`config.mk`:
```
export PLATFORM = sky130hd
export DESIGN_NAME = tod_ns_counter
export DESIGN_NICKNAME = d
export VERILOG_FILES = /design/src/rtl/tod_pkg.sv /design/src/rtl/tod_half_stage.sv /design/src/rtl/tod_inc_reg.sv /design/src/rtl/tod_accum.sv /design/src/rtl/tod_ns_counter.sv
export SDC_FILE = /design/constraint.sdc
export NUM_CORES = 1
export LEC_CHECK = 0
export BUFFER_PORTS_ARGS = -buffer_cell sky130_fd_sc_hd__clkbuf_2
export CELL_PAD_IN_SITES_DETAIL_PLACEMENT = 1
export CELL_PAD_IN_SITES_GLOBAL_PLACEMENT = 2
export CORE_MARGIN = 2
export CORE_UTILIZATION = 39
export DETAILED_ROUTE_END_ITERATION = 8
export GPL_TIMING_DRIVEN = 0
export PLACE_DENSITY_LB_ADDON = 0.1
export SYNTH_ARGS = -nofsm -noshare
export SYNTH_HDL_FRONTEND = slang
export SYNTH_SLANG_ARGS = --single-unit
```
`constraint.sdc`:
```
create_clock -name clk_i -period 3.9 [get_ports clk_i]
set_input_delay 0.39 -clock clk_i [delete_from_list [all_inputs] [get_ports clk_i]]
set_output_delay 0.39 -clock clk_i [all_outputs]
set_load 0.05 [all_outputs]
```
`src/rtl/tod_pkg.sv`:
```
`timescale 1ns/1ps
package tod_pkg;
  localparam int REG_W  = 32;
  localparam int FRAC_W = 32;
  localparam int ADDR_W = 2;

  typedef enum logic [1:0] {
    SPD_FAST = 2'd0,
    SPD_MID  = 2'd1,
    SPD_LOW  = 2'd2,
    SPD_STOP = 2'd3
  } speed_e;

  typedef enum logic [ADDR_W-1:0] {
    A_TIME_LO = 2'd0,
    A_TIME_HI = 2'd1,
    A_INC_LO  = 2'd2,
    A_INC_HI  = 2'd3
  } reg_addr_e;

  // Per-tick increment, 32 fractional bits.
  function automatic logic [2*REG_W-1:0] speed_inc(logic [1:0] spd);
    logic [2*REG_W-1:0] v;
    case (speed_e'(spd))
      SPD_FAST: v = 64'h0000_0001_9999_9999;
      SPD_MID:  v = 64'h0000_0003_3333_3333;
      SPD_LOW:  v = 64'h0000_0020_0000_0000;
      default:  v = '0;
    endcase
    return v;
  endfunction
endpackage

```
`src/rtl/tod_half_stage.sv`:
```
`timescale 1ns/1ps
module tod_half_stage #(
  parameter int W = 32
) (
  input  logic         clk_i,
  input  logic         rst_ni,
  input  logic         lo_wr_i,
  input  logic         hi_wr_i,
  input  logic [W-1:0] data_i,
  output logic         commit_o,
  output logic [2*W-1:0] full_o
);
  logic [W-1:0] lo_q;

  always_ff @(posedge clk_i or negedge rst_ni) begin
    if (!rst_ni)      lo_q <= '0;
    else if (lo_wr_i) lo_q <= data_i;
  end

  assign commit_o = hi_wr_i;
  assign full_o   = {data_i, lo_q};
endmodule

```
`src/rtl/tod_inc_reg.sv`:
```
`timescale 1ns/1ps
module tod_inc_reg
  import tod_pkg::*;
#(
  parameter int INC_W = 64
) (
  input  logic             clk_i,
  input  logic             rst_ni,
  input  logic [1:0]       speed_i,
  input  logic             commit_i,
  input  logic [INC_W-1:0] commit_val_i,
  output logic [1:0]       spd_prev_o,
  output logic [INC_W-1:0] inc_o
);
  logic [1:0]       spd_q;
  logic [INC_W-1:0] inc_q;

  always_ff @(posedge clk_i or negedge rst_ni) begin
    if (!rst_ni) begin
      spd_q <= SPD_FAST;
      inc_q <= INC_W'(speed_inc(SPD_FAST));
    end else begin
      spd_q <= speed_i;
      if (commit_i)              inc_q <= commit_val_i;
      else if (speed_i != spd_q) inc_q <= INC_W'(speed_inc(speed_i));
    end
  end

  assign spd_prev_o = spd_q;
  assign inc_o      = inc_q;
endmodule

```
`src/rtl/tod_accum.sv`:
```
`timescale 1ns/1ps
module tod_accum #(
  parameter int TIME_W = 64,
  parameter int FRAC_W = 32,
  parameter int INC_W  = 64
) (
  input  logic              clk_i,
  input  logic              rst_ni,
  input  logic              en_i,
  input  logic [INC_W-1:0]  inc_i,
  input  logic              load_i,
  input  logic [TIME_W-1:0] load_val_i,
  output logic [TIME_W-1:0] time_o
);
  localparam int ACC_W = TIME_W + FRAC_W;

  logic [ACC_W-1:0] acc_q, acc_add;

  assign acc_add = acc_q + {{(ACC_W-INC_W){1'b0}}, inc_i};

  always_ff @(posedge clk_i or negedge rst_ni) begin
    if (!rst_ni)     acc_q <= '0;
    else if (load_i) acc_q <= {load_val_i, {FRAC_W{1'b0}}};
    else if (en_i)   acc_q <= acc_add;
  end

  assign time_o = acc_q[ACC_W-1:FRAC_W];
endmodule

```
`src/rtl/tod_ns_counter.sv`:
```
`timescale 1ns/1ps
module tod_ns_counter
  import tod_pkg::*;
#(
  parameter int RW = tod_pkg::REG_W,
  parameter int FW = tod_pkg::FRAC_W
) (
  input  logic          clk_i,
  input  logic          rst_ni,
  input  logic          tsync_en_i,
  input  logic [1:0]    speed_i,
  input  logic          reg_wr_i,
  input  logic          reg_rd_i,
  input  logic [1:0]    reg_addr_i,
  input  logic [RW-1:0] reg_wdata_i,
  output logic [RW-1:0] reg_rdata_o,
  output logic [2*RW-1:0] time_o
);
  localparam int TW = 2 * RW;

  logic          t_commit, i_commit;
  logic [TW-1:0] t_full, i_full, inc_w;
  logic [1:0]    spd_prev;
  logic [RW-1:0] snap_q, rdata_q;

  tod_half_stage #(.W(RW)) u_time_stage (
    .clk_i, .rst_ni,
    .lo_wr_i (reg_wr_i && reg_addr_i == A_TIME_LO),
    .hi_wr_i (reg_wr_i && reg_addr_i == A_TIME_HI),
    .data_i  (reg_wdata_i),
    .commit_o(t_commit),
    .full_o  (t_full)
  );

  tod_half_stage #(.W(RW)) u_inc_stage (
    .clk_i, .rst_ni,
    .lo_wr_i (reg_wr_i && reg_addr_i == A_INC_LO),
    .hi_wr_i (reg_wr_i && reg_addr_i == A_INC_HI),
    .data_i  (reg_wdata_i),
    .commit_o(i_commit),
    .full_o  (i_full)
  );

  tod_inc_reg #(.INC_W(TW)) u_inc (
    .clk_i, .rst_ni,
    .speed_i,
    .commit_i    (i_commit),
    .commit_val_i(i_full),
    .spd_prev_o  (spd_prev),
    .inc_o       (inc_w)
  );

  tod_accum #(.TIME_W(TW), .FRAC_W(FW), .INC_W(TW)) u_acc (
    .clk_i, .rst_ni,
    .en_i      (tsync_en_i),
    .inc_i     (inc_w),
    .load_i    (t_commit),
    .load_val_i(t_full),
    .time_o
  );

  always_ff @(posedge clk_i or negedge rst_ni) begin
    if (!rst_ni) begin
      rdata_q <= '0;
      snap_q  <= '0;
    end else if (reg_rd_i) begin
      case (reg_addr_e'(reg_addr_i))
        A_TIME_LO: begin
          rdata_q <= time_o[RW-1:0];
          snap_q  <= time_o[TW-1:RW];
        end
        A_TIME_HI: rdata_q <= snap_q;
        A_INC_LO:  rdata_q <= inc_w[RW-1:0];
        default:   rdata_q <= inc_w[TW-1:RW];
      endcase
    end
  end

  assign reg_rdata_o = rdata_q;
endmodule

```
## Word-level counts from Yosys, hierarchy flattened

Cells that the tools add are included.
W data, S select, Z words.

| operators by class | value |
|---|---|
| $add $sub $neg | 1 |
| reduce and logical (&&, ||, !) cells | 9 |
| multiplexer cells | 6 |
| equal/unequal tests | 6 |

Operator list:

| operator | number |
|---|---|
| $mux W96 | 2 |
| $mux W64 | 2 |
| $pmux W38 S3 | 1 |
| $add A96 B64 Y96 | 1 |
| $pmux W32 S3 | 1 |
| $eq A2 B2 Y1 const B | 3 |
| $eq A2 B1 Y1 const B | 2 |
| $logic_and A1 B1 Y1 | 4 |
| $logic_not A2 Y1 | 2 |
| $reduce_bool A2 Y1 | 2 |
| $ne A2 B2 Y1 | 1 |
| $reduce_and A2 Y1 | 1 |

| word-level totals | value |
|---|---|
| output and inout port bits | 96 |
| flip-flop bits (word level) | 290 |
| logic and storage cells | 29 |
| input port bits | 41 |

## Logic depth before layout (Yosys ltp)

Gate-level depths: netlist of run 1.

| depth | value |
|---|---|
| word-level depth | 4 |
| mapped depth | 15 |
| gate-level depth less buffers | 13 |

## Cells and area by module

Synthesis of run 1 repeated with hierarchy kept, for this count alone.

| second synthesis, totals | value |
|---|---|
| cells, all modules | 1777 |
| area total of the unflattened synthesis | 18109.9 um^2 |

By module, submodules not included:

| module | area an instance (um^2) | seq. area each (um^2) | instances | cells an instance |
|---|---|---|---|---|
| tod_accum | 8978.6 | 2402.3 | 1 | 1117 |
| tod_ns_counter | 3268.1 | 1601.5 | 1 | 252 |
| tod_half_stage | 1592.8 | 800.8 | 2 | 101 |
| tod_inc_reg | 2677.6 | 1672.9 | 1 | 206 |

## Worst setup path after synthesis of run 1

OpenSTA, ideal clock, no wires.

| path | value |
|---|---|
| path type | flip-flop to flip-flop |
| start | register u_inc.inc_q[0] (netlist: u_inc.inc_o[0]) |
| end | register u_acc.acc_q[92] |
| cell stages (with the launch flop) | 16 |
| path slack | 0.328 ns |
| clock period less this slack | 3.572 ns |
| path buffers | 2 |
| required time | 3.764 ns |
| library setup time | 0.136 ns |
| arrival | 3.436 ns |
| cell sequence | dfstp_2 > ha_1 > inv_1 > fa_1 > nor2b_1 > o21bai_1 > a211oi_1 > nor4_1 > o21ai_1 > a2111oi_0 > or4_1 > clkbuf_1 > buf_2 > nor4_1 > xnor2_1 > a21oi_1 |

| between the ends | value |
|---|---|
| longest elaborated chain between the ends | 3 |

Ends and longest elaborated chain:

| item | line | text |
|---|---|---|
| start, declared | tod_inc_reg.sv:16 | `logic [INC_W-1:0] inc_q;` |
| start signal, assigned | tod_inc_reg.sv:21 | `inc_q <= INC_W'(speed_inc(SPD_FAST));` |
| start signal, assigned | tod_inc_reg.sv:24 | `if (commit_i) inc_q <= commit_val_i;` |
| start signal, assigned | tod_inc_reg.sv:25 | `else if (speed_i != spd_q) inc_q <= INC_W'(speed_inc(speed_i));` |
| $add A96 B64 Y96 | tod_accum.sv:19 | `assign acc_add = acc_q + {{(ACC_W-INC_W){1'b0}}, inc_i};` |
| $mux W96 | tod_accum.sv:24 | `else if (en_i) acc_q <= acc_add;` |
| $mux W96 | tod_accum.sv:23 | `else if (load_i) acc_q <= {load_val_i, {FRAC_W{1'b0}}};` |
| end signal, assigned | tod_accum.sv:23 |  |
| end, declared | tod_accum.sv:17 | `logic [ACC_W-1:0] acc_q, acc_add;` |

Every way passes these cells. The select of a mux whose other input is x is not followed.
A chain may end at the register's enable or synchronous reset.

## Worst setup path after layout of run 1

| path | value |
|---|---|
| start | register u_inc.inc_q[3] (netlist: u_inc.inc_o[3]) |
| end | register u_acc.acc_q[95] |

The elaborated chain is that of the path after synthesis.

==> reports/results.txt, run 1 <==
Synth Instances -> 1711
routed vias -> 14466
CTS tree -> done
prevailing post-synth register cell -> dfrtp_1
clk_skew -> 0.0260 ns
Worst Setup SP -> u_inc.inc_o[3]$_DFFE_PN1P_
htree depth -> 2
syn_nets -> 1817
Area Overhead vs Synth -> 19.1%
reg2reg start -> u_inc.inc_o[3]$_DFFE_PN1P_
critical path peak fanout -> 8
Nets -> 1989
Reg2Reg Setup Slack -> 0.003 ns
fraction of registers with async set or reset after synthesis -> 100%
initial core utilization -> 39.6%
Finished Core Util -> 47.2%
critical path arrival -> 4.30 ns
final WL -> 65.8 mm
CTS max path bufs -> 3
endpoints failing setup -> 0
Critical Path Sink -> u_acc.acc_q[95]$_DFFE_PN0P_
final worst path period need -> 3.90 ns
Yosys cell types -> 68
antenna violations before repair -> 0
Clock Latency Late Sink -> 0.57 ns
syn avg cell area -> 10.0 sq um
Seq/Total Area, Yosys -> 42.5%
Overflow after GRT -> 0
fin crit share -> 99.9%
largest net degree at the start of global routing -> 113
yosys warns -> 0
Max Clk Rate -> 257 MHz
max-cap check violation count -> 0
commonest non-fill, non-tap cell in the layout -> dfrtp_1
vias in the first global route -> 14659
worst endpoint required time -> 4.31 ns
Setup CP Type -> flip-flop to flip-flop
# rows -> 76
Num Clock Sinks -> 290
Worst Hold Class -> input port to flip-flop
synthesized flop and latch total -> 290
share of layout cells above drive strength 1 -> 27.1%
Final Max Tran Viols -> 0
Slew @ Worst Pin -> 1.33 ns
Placeable Area -> 0.0432 sq mm
Die H -> 213 microns
Slowest cell on crit path -> dfstp_2
routability cong. -> 0.888
CP cell instances -> ha_4 -> nand2_2 -> or3_4 -> a2111oi_4 -> nor4_4 -> or4_4 -> a2111oi_4 -> buf_4 -> o21ai_4 -> a2111oi_4 -> xnor2_1 -> o21ai_1
Starting DRT DRC Count -> 1081
DIE AREA -> 0.0456 sq mm
Pwr Density -> 677 mW/mm^2
Clock transition at path regs -> 0.06 ns
drt wl/cell -> 26.4 microns
synthesized cell area -> 0.0171 sq mm
all-layer global routing usage -> 29.3%
status -> finished clean
Post-route DRC -> 0
ANT nets after route -> 0
DR pass1 iterations -> 5
first-pass GRT wire length -> 97.0 mm
Via density -> 5.79
most frequent cells in the layout -> dfrtp_1 (273), nand2_1 (162), a21oi_1 (147)
VDD IR-drop max -> 0.000341 V
Post-synth EDFFs -> 0
chip width -> 213 microns
Total Power -> 0.0138 W
Slew headroom -> 11.3%
RSZ-0062 raised after global routing -> yes
TritonCTS Buffers -> 36
dpl hpwl -> 51.4 mm
R2R Path End -> u_acc.acc_q[95]$_DFFE_PN0P_
Port Buffers -> 135
clk root buf -> clkbuf_16
IO Count -> 137
most used cell, CP -> a2111oi_4
Pleak -> 8.88 nW
crit-path max cell delay -> 0.60 ns
Final Hold Fails -> 0
Reg2Reg Depth -> 12
critical path launch point type -> flip-flop
CP endpoint kind -> flip-flop
==> synth_stat cells, types with 4 or more instances <==
library cell / n / area [sq um]
inv_1: 28 / 105
o21bai_1: 14 / 105
o22ai_1: 5 / 31.3
buf_4: 64 / 480
a211oi_1: 17 / 128
mux4_2: 32 / 721
dfrtp_1: 273 / 6830
nand4_1: 29 / 181
a21boi_0: 4 / 30.0
mux2_2: 128 / 1440
nor2_1: 124 / 465
o21ai_1: 15 / 75.1
or2_2: 4 / 25.0
nand2b_1: 9 / 56.3
nor3_1: 28 / 140
ha_1: 64 / 801
buf_2: 4 / 20.0
or3_1: 11 / 68.8
nor4_1: 14 / 87.6
o211ai_1: 5 / 37.5
nand3_1: 22 / 110
a211o_1: 4 / 35.0
o21a_1: 12 / 90.1
a31oi_1: 10 / 62.6
o31ai_1: 6 / 45.0
a22o_1: 37 / 324
buf_1: 10 / 37.5
xnor2_1: 58 / 508
o21ai_0: 100 / 500
nand2_1: 163 / 612
mux2i_1: 31 / 310
xor2_1: 33 / 289
clkbuf_1: 88 / 330
a21oi_1: 149 / 746
and2_1: 8 / 50.1
a21o_1: 24 / 180
and3_1: 17 / 106
dfstp_2: 17 / 447
nand3b_1: 4 / 30.0
==> per-stage QoR <==
stage / instance area (sq um) / hold slack [ns] / setup slack, ns / std cells / TNS, ns
6_report: 20400 / 0.0416 / 0.00306 / 2497 / 0
5_1_grt: 20400 / 0.0556 / -0.0645 / 2496 / -0.207
4_1_cts: 20100 / 0.00974 / 0.0108 / 2500 / 0
3_5_place_dp: 18600 / 0.471 / -1.05 / 2433 / -17.64
3_3_place_gp: 18500 / 0.467 / -4.03 / 2431 / -1138.19
2_1_floorplan: 17100 / 0.0944 / 0.328 / 1711 / 0
==> worst min path at each step <==
stage                                 startpoint                       endpoint  slack, ns  cells past startpoint
2_1_floorplan                             rst_ni     reg_rdata_o[0]$_DFFE_PN0P_       0.09                      0
3_3_place_gp   u_time_stage.lo_q[29]$_DFFE_PN0P_    u_acc.acc_q[61]$_DFFE_PN0P_       0.47                      2
3_5_place_dp   u_time_stage.lo_q[29]$_DFFE_PN0P_    u_acc.acc_q[61]$_DFFE_PN0P_       0.47                      2
4_1_cts                               speed_i[1]  u_inc.spd_prev_o[1]$_DFF_PN0_       0.01                      1
5_1_grt                               speed_i[1]  u_inc.spd_prev_o[1]$_DFF_PN0_       0.06                      1
6_report                              speed_i[1]  u_inc.spd_prev_o[1]$_DFF_PN0_       0.04                      1
==> area by class of cell <==
class / instances / area, sq um
Sequential cell: 290 / 7280
Antenna cell: 1 / 2.50
Clock inverter: 13 / 214
Inverter: 30 / 113
Timing Repair Buffer: 150 / 846
Buffer: 150 / 826
Clock buffer: 53 / 1130
Multi-Input combinational cell: 1225 / 9240
Tap cell: 585 / 732
Fill cell: 4847 / 22800
==> worst max-delay path, delay by kind of cell (launching register included) <==
kind | cells | cell delay, ns
adder cells (fa/ha/maj) | 1 | 0.17
flip-flops | 1 | 0.60
AO/OA/AOI/OAI | 5 | 1.46
XOR/XNOR | 1 | 0.16
AND/OR/NAND/NOR | 4 | 1.13
buffers and inverters | 1 | 0.20
==> logic make-up (layout without fill, tap and decap cells) <==
group                      count (synthesis)  count (layout)  share of synthesized area (%)
muxes                                    191             191                           14.4
buffers and inverters                    196             396                           5.73
DFF                                      290             290                           42.5
AOI/OAI and AO/OA                        432             432                           15.9
other                                      0               1                              0
and+or+nand+nor                          446             446                           11.9
adders and majority gates                 65              65                           4.80
xor gates and xnor gates                  91              91                           4.66
==> sequential cells by signal, summed over array words and instances, names as in the netlist <==
| name | cells |
|---|---|
| reg_rdata_o | 32 |
| snap_q | 32 |
| u_acc.acc_q | 96 |
| u_inc.inc_o | 64 |
| u_inc.spd_prev_o | 2 |
| u_inc_stage.lo_q | 32 |
| u_time_stage.lo_q | 32 |
==> power by group <==
| group | leakage [nW] | internal (W) | switching (W) |
|---|---|---|---|
| clock | 0.654 | 0.00229 | 0.00144 |
| combinational | 4.66 | 0.00205 | 0.00350 |
| sequential | 3.57 | 0.00373 | 0.000792 |
| total | 8.88 | 0.00806 | 0.00572 |
==> routing by layer <==
metal	up-vias	GRT usage, %	part of all wire, %	wire [microns]
li1	6466	-	-	-
met1	7464	41.0	45	29800
met2	431	47.1	46	30400
met3	105	2.97	4.6	3060
met4	0	10.7	3.9	2540
met5	-	0	0	0
==> timing repair <==
item | in CTS | in global routing
endpoints found under the setup margin | 37 | 37
setup buffers | 5 | 6
gates resized for setup | 34 | 41
hold buffers | 2 | 0
pin swaps | 10 | 13
hold endpoints to repair | 87 | 0
No activity file was read; power rests on OpenSTA's default activity.
==> run 2, diff against run 1 <==
- BUFFER_PORTS_ARGS: -buffer_cell sky130_fd_sc_hd__clkbuf_2 -> unset
- CORE_UTILIZATION: 39 -> 42
- DONT_BUFFER_PORTS: unset -> 1
==> run 2 against run 1 <==
Net effect: the run now ends with negative hold slack left; combinational power shrank 10%; worst hold slack lost 0.49 ns; cell count shrank 6.6%; fmax grew 1.8%.
==> reports/results.txt, run 2 (synthesized netlist as in run 1, its figures left out) <==
fin crit share -> 98.2%
# rows -> 73
Final Hold Fails -> 290
Max Clk Rate -> 261 MHz
htree depth -> 2
Slew @ Worst Pin -> 1.37 ns
first-pass GRT wire length -> 98.5 mm
Clock transition at path regs -> 0.06 ns
Post-route DRC -> 0
VDD IR-drop max -> 0.000485 V
commonest non-fill, non-tap cell in the layout -> dfrtp_1
Nets -> 1885
vias in the first global route -> 14692
Area Overhead vs Synth -> 15.8%
drt wl/cell -> 28.4 microns
Num Clock Sinks -> 290
fin area -> 0.0198 sq mm
largest net degree at the start of global routing -> 291
critical path launch point type -> flip-flop
initial core utilization -> 42.8%
Pleak -> 8.33 nW
share of layout cells above drive strength 1 -> 20.9%
CTS max path bufs -> 3
Placed Instances -> 2237
all-layer global routing usage -> 31.9%
endpoints failing setup -> 0
Hold WS -> -0.447 ns
chip width -> 206 microns
max-cap check violation count -> 0
dpl hpwl -> 50.0 mm
Die H -> 206 microns
area post-placement -> 0.0178 sq mm
status -> complete, but fails checks
final worst path period need -> 3.83 ns
IO Count -> 137
Via density -> 6.04
Port Buffers -> 0
Starting DRT DRC Count -> 972
TritonCTS Buffers -> 36
CP endpoint kind -> flip-flop
pre-CTS setup slack -> -1.06 ns
max reg flops -> 96
failing checks -> negative hold slack
Fillers -> 4397
largest register by flop count -> u_acc.acc_q
Slew headroom -> 8.50%
Pwr Density -> 677 mW/mm^2
CTS tree -> done
Clock Latency Late Sink -> 0.56 ns
Worst Hold Class -> input port to async pin
critical path peak fanout -> 5
worst setup margin -> 0.0713 ns
# hold bufs at CTS -> 34
Placeable Area -> 0.0400 sq mm
Setup CP Type -> flip-flop to flip-flop
worst endpoint required time -> 4.29 ns
antenna violations before repair -> 1
clk root buf -> clkbuf_16
final WL -> 66.2 mm
most frequent cells in the layout -> dfrtp_1 (271), nand2_1 (162), a21oi_1 (147)
Overflow after GRT -> 0
Final Max Tran Viols -> 0
DR pass1 iterations -> 5
routability cong. -> 0.873
clk_skew -> 0.0206 ns
final non-filler cell total -> 2331
routed vias -> 14083
DIE AREA -> 0.0424 sq mm
critical path arrival -> 4.22 ns
ANT nets after route -> 0
[run 2: cell types whose count changed in the layout (fill, tap and decap cells not counted), moves of 5 or more]
cell / change
clkbuf_8: -6
dlygate4sd3_1: +32
ha_1: -6
clkbuf_1: +6
ha_2: +5
clkbuf_2: -133
[run 2: power by group]
part | internal, W | switching, W
sequential | 0.00373 | 0.00113
combinational | 0.00193 | 0.00304
clock | 0.00220 | 0.00138
total | 0.00785 | 0.00555
[run 2: timing repair]
action,CTS,global route
setup buffers,6,4
gates resized for setup,37,45
endpoints found under the setup margin,37,39
hold endpoints to repair,409,290
cloned,0,0
pin swaps,9,14
[run 2: layout make-up]
cell class | instances | area [sq um] | area share (%)
Antenna cell | 1 | 2.50 | 0.0126
Tap cell | 525 | 657 | 3.32
Clock inverter | 9 | 159 | 0.802
Inverter | 30 | 113 | 0.569
Timing Repair Buffer | 46 | 440 | 2.22
Buffer | 150 | 822 | 4.15
Multi-Input combinational cell | 1225 | 9240 | 46.6
Sequential cell | 290 | 7280 | 36.8
Clock buffer | 55 | 1090 | 5.53
[run 2: per-stage QoR]
step	utilization (%)	setup TNS, ns	total power [W]
after floorplan	-	0	0.00819
after global placement	44.4	-16.81	0.00936
after detailed placement	44.5	-17.23	0.00947
after CTS	49.0	-0.00382	0.0133
after global routing	49.5	-0.00351	0.0141
final	49.5	0	0.0134
[run 2: critical path, stage by stage (launching register included)]
cell and delay [ns]:
dfstp_2 0.61, ha_4 0.16, inv_1 0.05, fa_2 0.37
nor2b_4 0.15, o21bai_2 0.12, a211oi_4 0.33, nor4_4 0.11
o21ai_4 0.27, a2111oi_4 0.12, or4_4 0.59, nor4_1 0.52
xnor2_1 0.18, o21ai_1 0.07
[run 2: final timing paths]
path | startpoint | to | slack (ns) | cells after the start
setup / recovery | u_inc.inc_o[0]$_DFFE_PN1P_ | u_acc.acc_q[94]$_DFFE_PN0P_ | 0.07 | 13
hold / removal | rst_ni | snap_q[28]$_DFFE_PN0P_ | -0.45 | 0
setup reg to reg | u_inc.inc_o[0]$_DFFE_PN1P_ | u_acc.acc_q[94]$_DFFE_PN0P_ | 0.07 | 13
hold reg to reg | u_time_stage.lo_q[3]$_DFFE_PN0P_ | u_acc.acc_q[35]$_DFFE_PN0P_ | 0.47 | 1
max in group asynchronous | rst_ni | u_inc.inc_o[2]$_DFFE_PN0P_ | 3.84 | 0
min in group clk_i | reg_wdata_i[4] | u_acc.acc_q[68]$_DFFE_PN0P_ | 0.01 | 2
[run 2: metal layers]
metal,part of all wire [%],routed length [microns],track usage (%)
met1,44,29200,43.1
met3,5.2,3470,5.18
met2,46,30400,50.8
met4,4.7,3110,13.8
met5,0,0,0
==> run 3, diff against run 2 <==
- clock period: 3.9 -> 4.1 ns (I/O delays scaled with it)
==> run 3 against run 2 <==
Net effect: combinational power fell by 7.7%; non-clock buffer count rose by 1; via count fell by 0.65%; register-to-register slack improved by 0.02 ns; cell count rose by 0.13%; the run still ends with negative hold slack left; wire length rose by 0.54%; worst hold slack improved by 0.018 ns; fmax fell by 4.6%; clock power fell by 5%; die area did not move.
==> reports/results.txt, run 3 (synthesized netlist as in run 1, its figures left out) <==
htree depth -> 2
Hold WS -> -0.430 ns
Clock transition at path regs -> 0.06 ns
Post-route DRC -> 0
worst endpoint required time -> 4.48 ns
commonest non-fill, non-tap cell in the layout -> dfrtp_1
vias in the first global route -> 14646
initial core utilization -> 42.8%
Via density -> 5.99
DR pass1 iterations -> 5
Slew @ Worst Pin -> 1.36 ns
most frequent cells in the layout -> dfrtp_1 (273), nand2_1 (163), a21oi_1 (148)
largest net degree at the start of global routing -> 291
fin crit share -> 97.9%
fin area -> 0.0196 sq mm
clk_skew -> 0.0211 ns
critical path launch point type -> flip-flop
CTS max path bufs -> 3
Starting DRT DRC Count -> 997
Port Buffers -> 0
ANT nets after route -> 0
Nets -> 1886
antenna violations before repair -> 3
Critical Path Sink -> u_acc.acc_q[92]$_DFFE_PN0P_
final WL -> 66.5 mm
IO Count -> 137
final non-filler cell total -> 2334
Overflow after GRT -> 0
VDD IR-drop max -> 0.000457 V
critical path peak fanout -> 10
# rows -> 73
Die H -> 206 microns
routability cong. -> 0.873
Reg2Reg Depth -> 14
Final Max Tran Viols -> 0
endpoints failing setup -> 0
DIE AREA -> 0.0424 sq mm
Final Hold Fails -> 290
routed vias -> 13991
dpl hpwl -> 50.0 mm
final worst path period need -> 4.01 ns
Pwr Density -> 642 mW/mm^2
largest register by flop count -> u_acc.acc_q
R2R Path End -> u_acc.acc_q[92]$_DFFE_PN0P_
Area Overhead vs Synth -> 14.6%
Num Clock Sinks -> 290
# hold bufs at CTS -> 34
chip width -> 206 microns
drt wl/cell -> 28.5 microns
clk root buf -> clkbuf_16
Placed Instances -> 2237
Clock Latency Late Sink -> 0.56 ns
Finished Core Util -> 49.0%
CP endpoint kind -> flip-flop
critical path arrival -> 4.39 ns
reg2reg start -> u_inc.inc_o[0]$_DFFE_PN1P_
failing checks -> negative hold slack
Setup CP Type -> flip-flop to flip-flop
TritonCTS Buffers -> 36
status -> complete, but fails checks
CTS tree -> done
Reg2Reg Setup Slack -> 0.09 ns
max reg flops -> 96
area post-placement -> 0.0178 sq mm
Worst Hold Class -> input port to async pin
Placeable Area -> 0.0400 sq mm
Slew headroom -> 9.42%
share of layout cells above drive strength 1 -> 19.3%
Worst Setup SP -> u_inc.inc_o[0]$_DFFE_PN1P_
Pleak -> 8.27 nW
first-pass GRT wire length -> 98.8 mm
max-cap check violation count -> 0
Max Clk Rate -> 249 MHz
all-layer global routing usage -> 32.1%
==> run 3: cell count changes in the layout (fill, tap and decap cells not counted), sizes merged <==
cell	before	now
diode	1	3
buf	89	83
clkbuf	128	135
==> run 3: per-stage QoR <==
stage | setup WS (ns) | power [W] | TNS (ns) | hold slack [ns]
floorplan | 0.528 | 0.00779 | 0 | 0.114
global placement | -0.863 | 0.00890 | -10.22 | 0.124
detailed placement | -0.857 | 0.00901 | -10.51 | 0.123
CTS | -0.0878 | 0.0126 | -0.0878 | -0.456
global route | -0.0183 | 0.0132 | -0.0183 | -0.449
finish | 0.0875 | 0.0126 | 0 | -0.430
==> run 3: worst min path at each step <==
| stage | startpoint | end | slack [ns] | depth (start not counted) |
|---|---|---|---|---|
| floorplan | rst_ni | reg_rdata_o[0]$_DFFE_PN0P_ | 0.11 | 0 |
| global placement | rst_ni | snap_q[28]$_DFFE_PN0P_ | 0.12 | 0 |
| detailed placement | rst_ni | snap_q[28]$_DFFE_PN0P_ | 0.12 | 0 |
| CTS | rst_ni | u_acc.acc_q[30]$_DFFE_PN0P_ | -0.46 | 0 |
| global route | rst_ni | snap_q[29]$_DFFE_PN0P_ | -0.45 | 0 |
| finish | rst_ni | snap_q[28]$_DFFE_PN0P_ | -0.43 | 0 |
==> run 3: area by class of cell <==
type                       instances  area, sq um
buffer                           157          837
fill                            4418        20400
clock inverter                     9          159
multi-input combinational       1225         9070
inverter                          30          113
clock buffer                      55         1090
sequential                       290         7280
tap                              525          657
timing repair buffer              40          395
antenna                            3         7.51
==> run 3: worst max-delay path, stage by stage (launching register included) <==
cell and delay, ns:
dfstp_2 0.58, ha_1 0.20, inv_1 0.06, fa_1 0.42
nor2b_4 0.17, o21bai_2 0.11, a211oi_2 0.37, nor4_1 0.17
o21ai_2 0.31, a2111oi_2 0.14, or4_4 0.53, buf_4 0.24
nor4_4 0.29, xnor2_1 0.15, a21oi_1 0.08
==> run 3: what timing repair did <==
action,in CTS,in global routing
endpoints found under the hold margin,380,290
resized for setup,17,20
endpoints found under the setup margin,31,35
setup buffers,2,2
pin swaps,3,8
==> run 3: routing by layer <==
| layer | vias up | wire length [microns] | part of all wire (%) | GRT usage, % |
|---|---|---|---|---|
| met5 | - | 0 | 0 | 0 |
| met4 | 0 | 3150 | 4.7 | 14.4 |
| met3 | 114 | 3320 | 5.0 | 5.43 |
| met2 | 392 | 30700 | 46 | 51.4 |
| met1 | 7217 | 29400 | 44 | 42.8 |
| li1 | 6268 | - | - | - |
==> run 3: power by group <==
group          leakage (nW)  switching [W]  internal [W]
logic                  4.09        0.00284       0.00174
clock network         0.612        0.00131       0.00209
registers              3.57        0.00106       0.00354
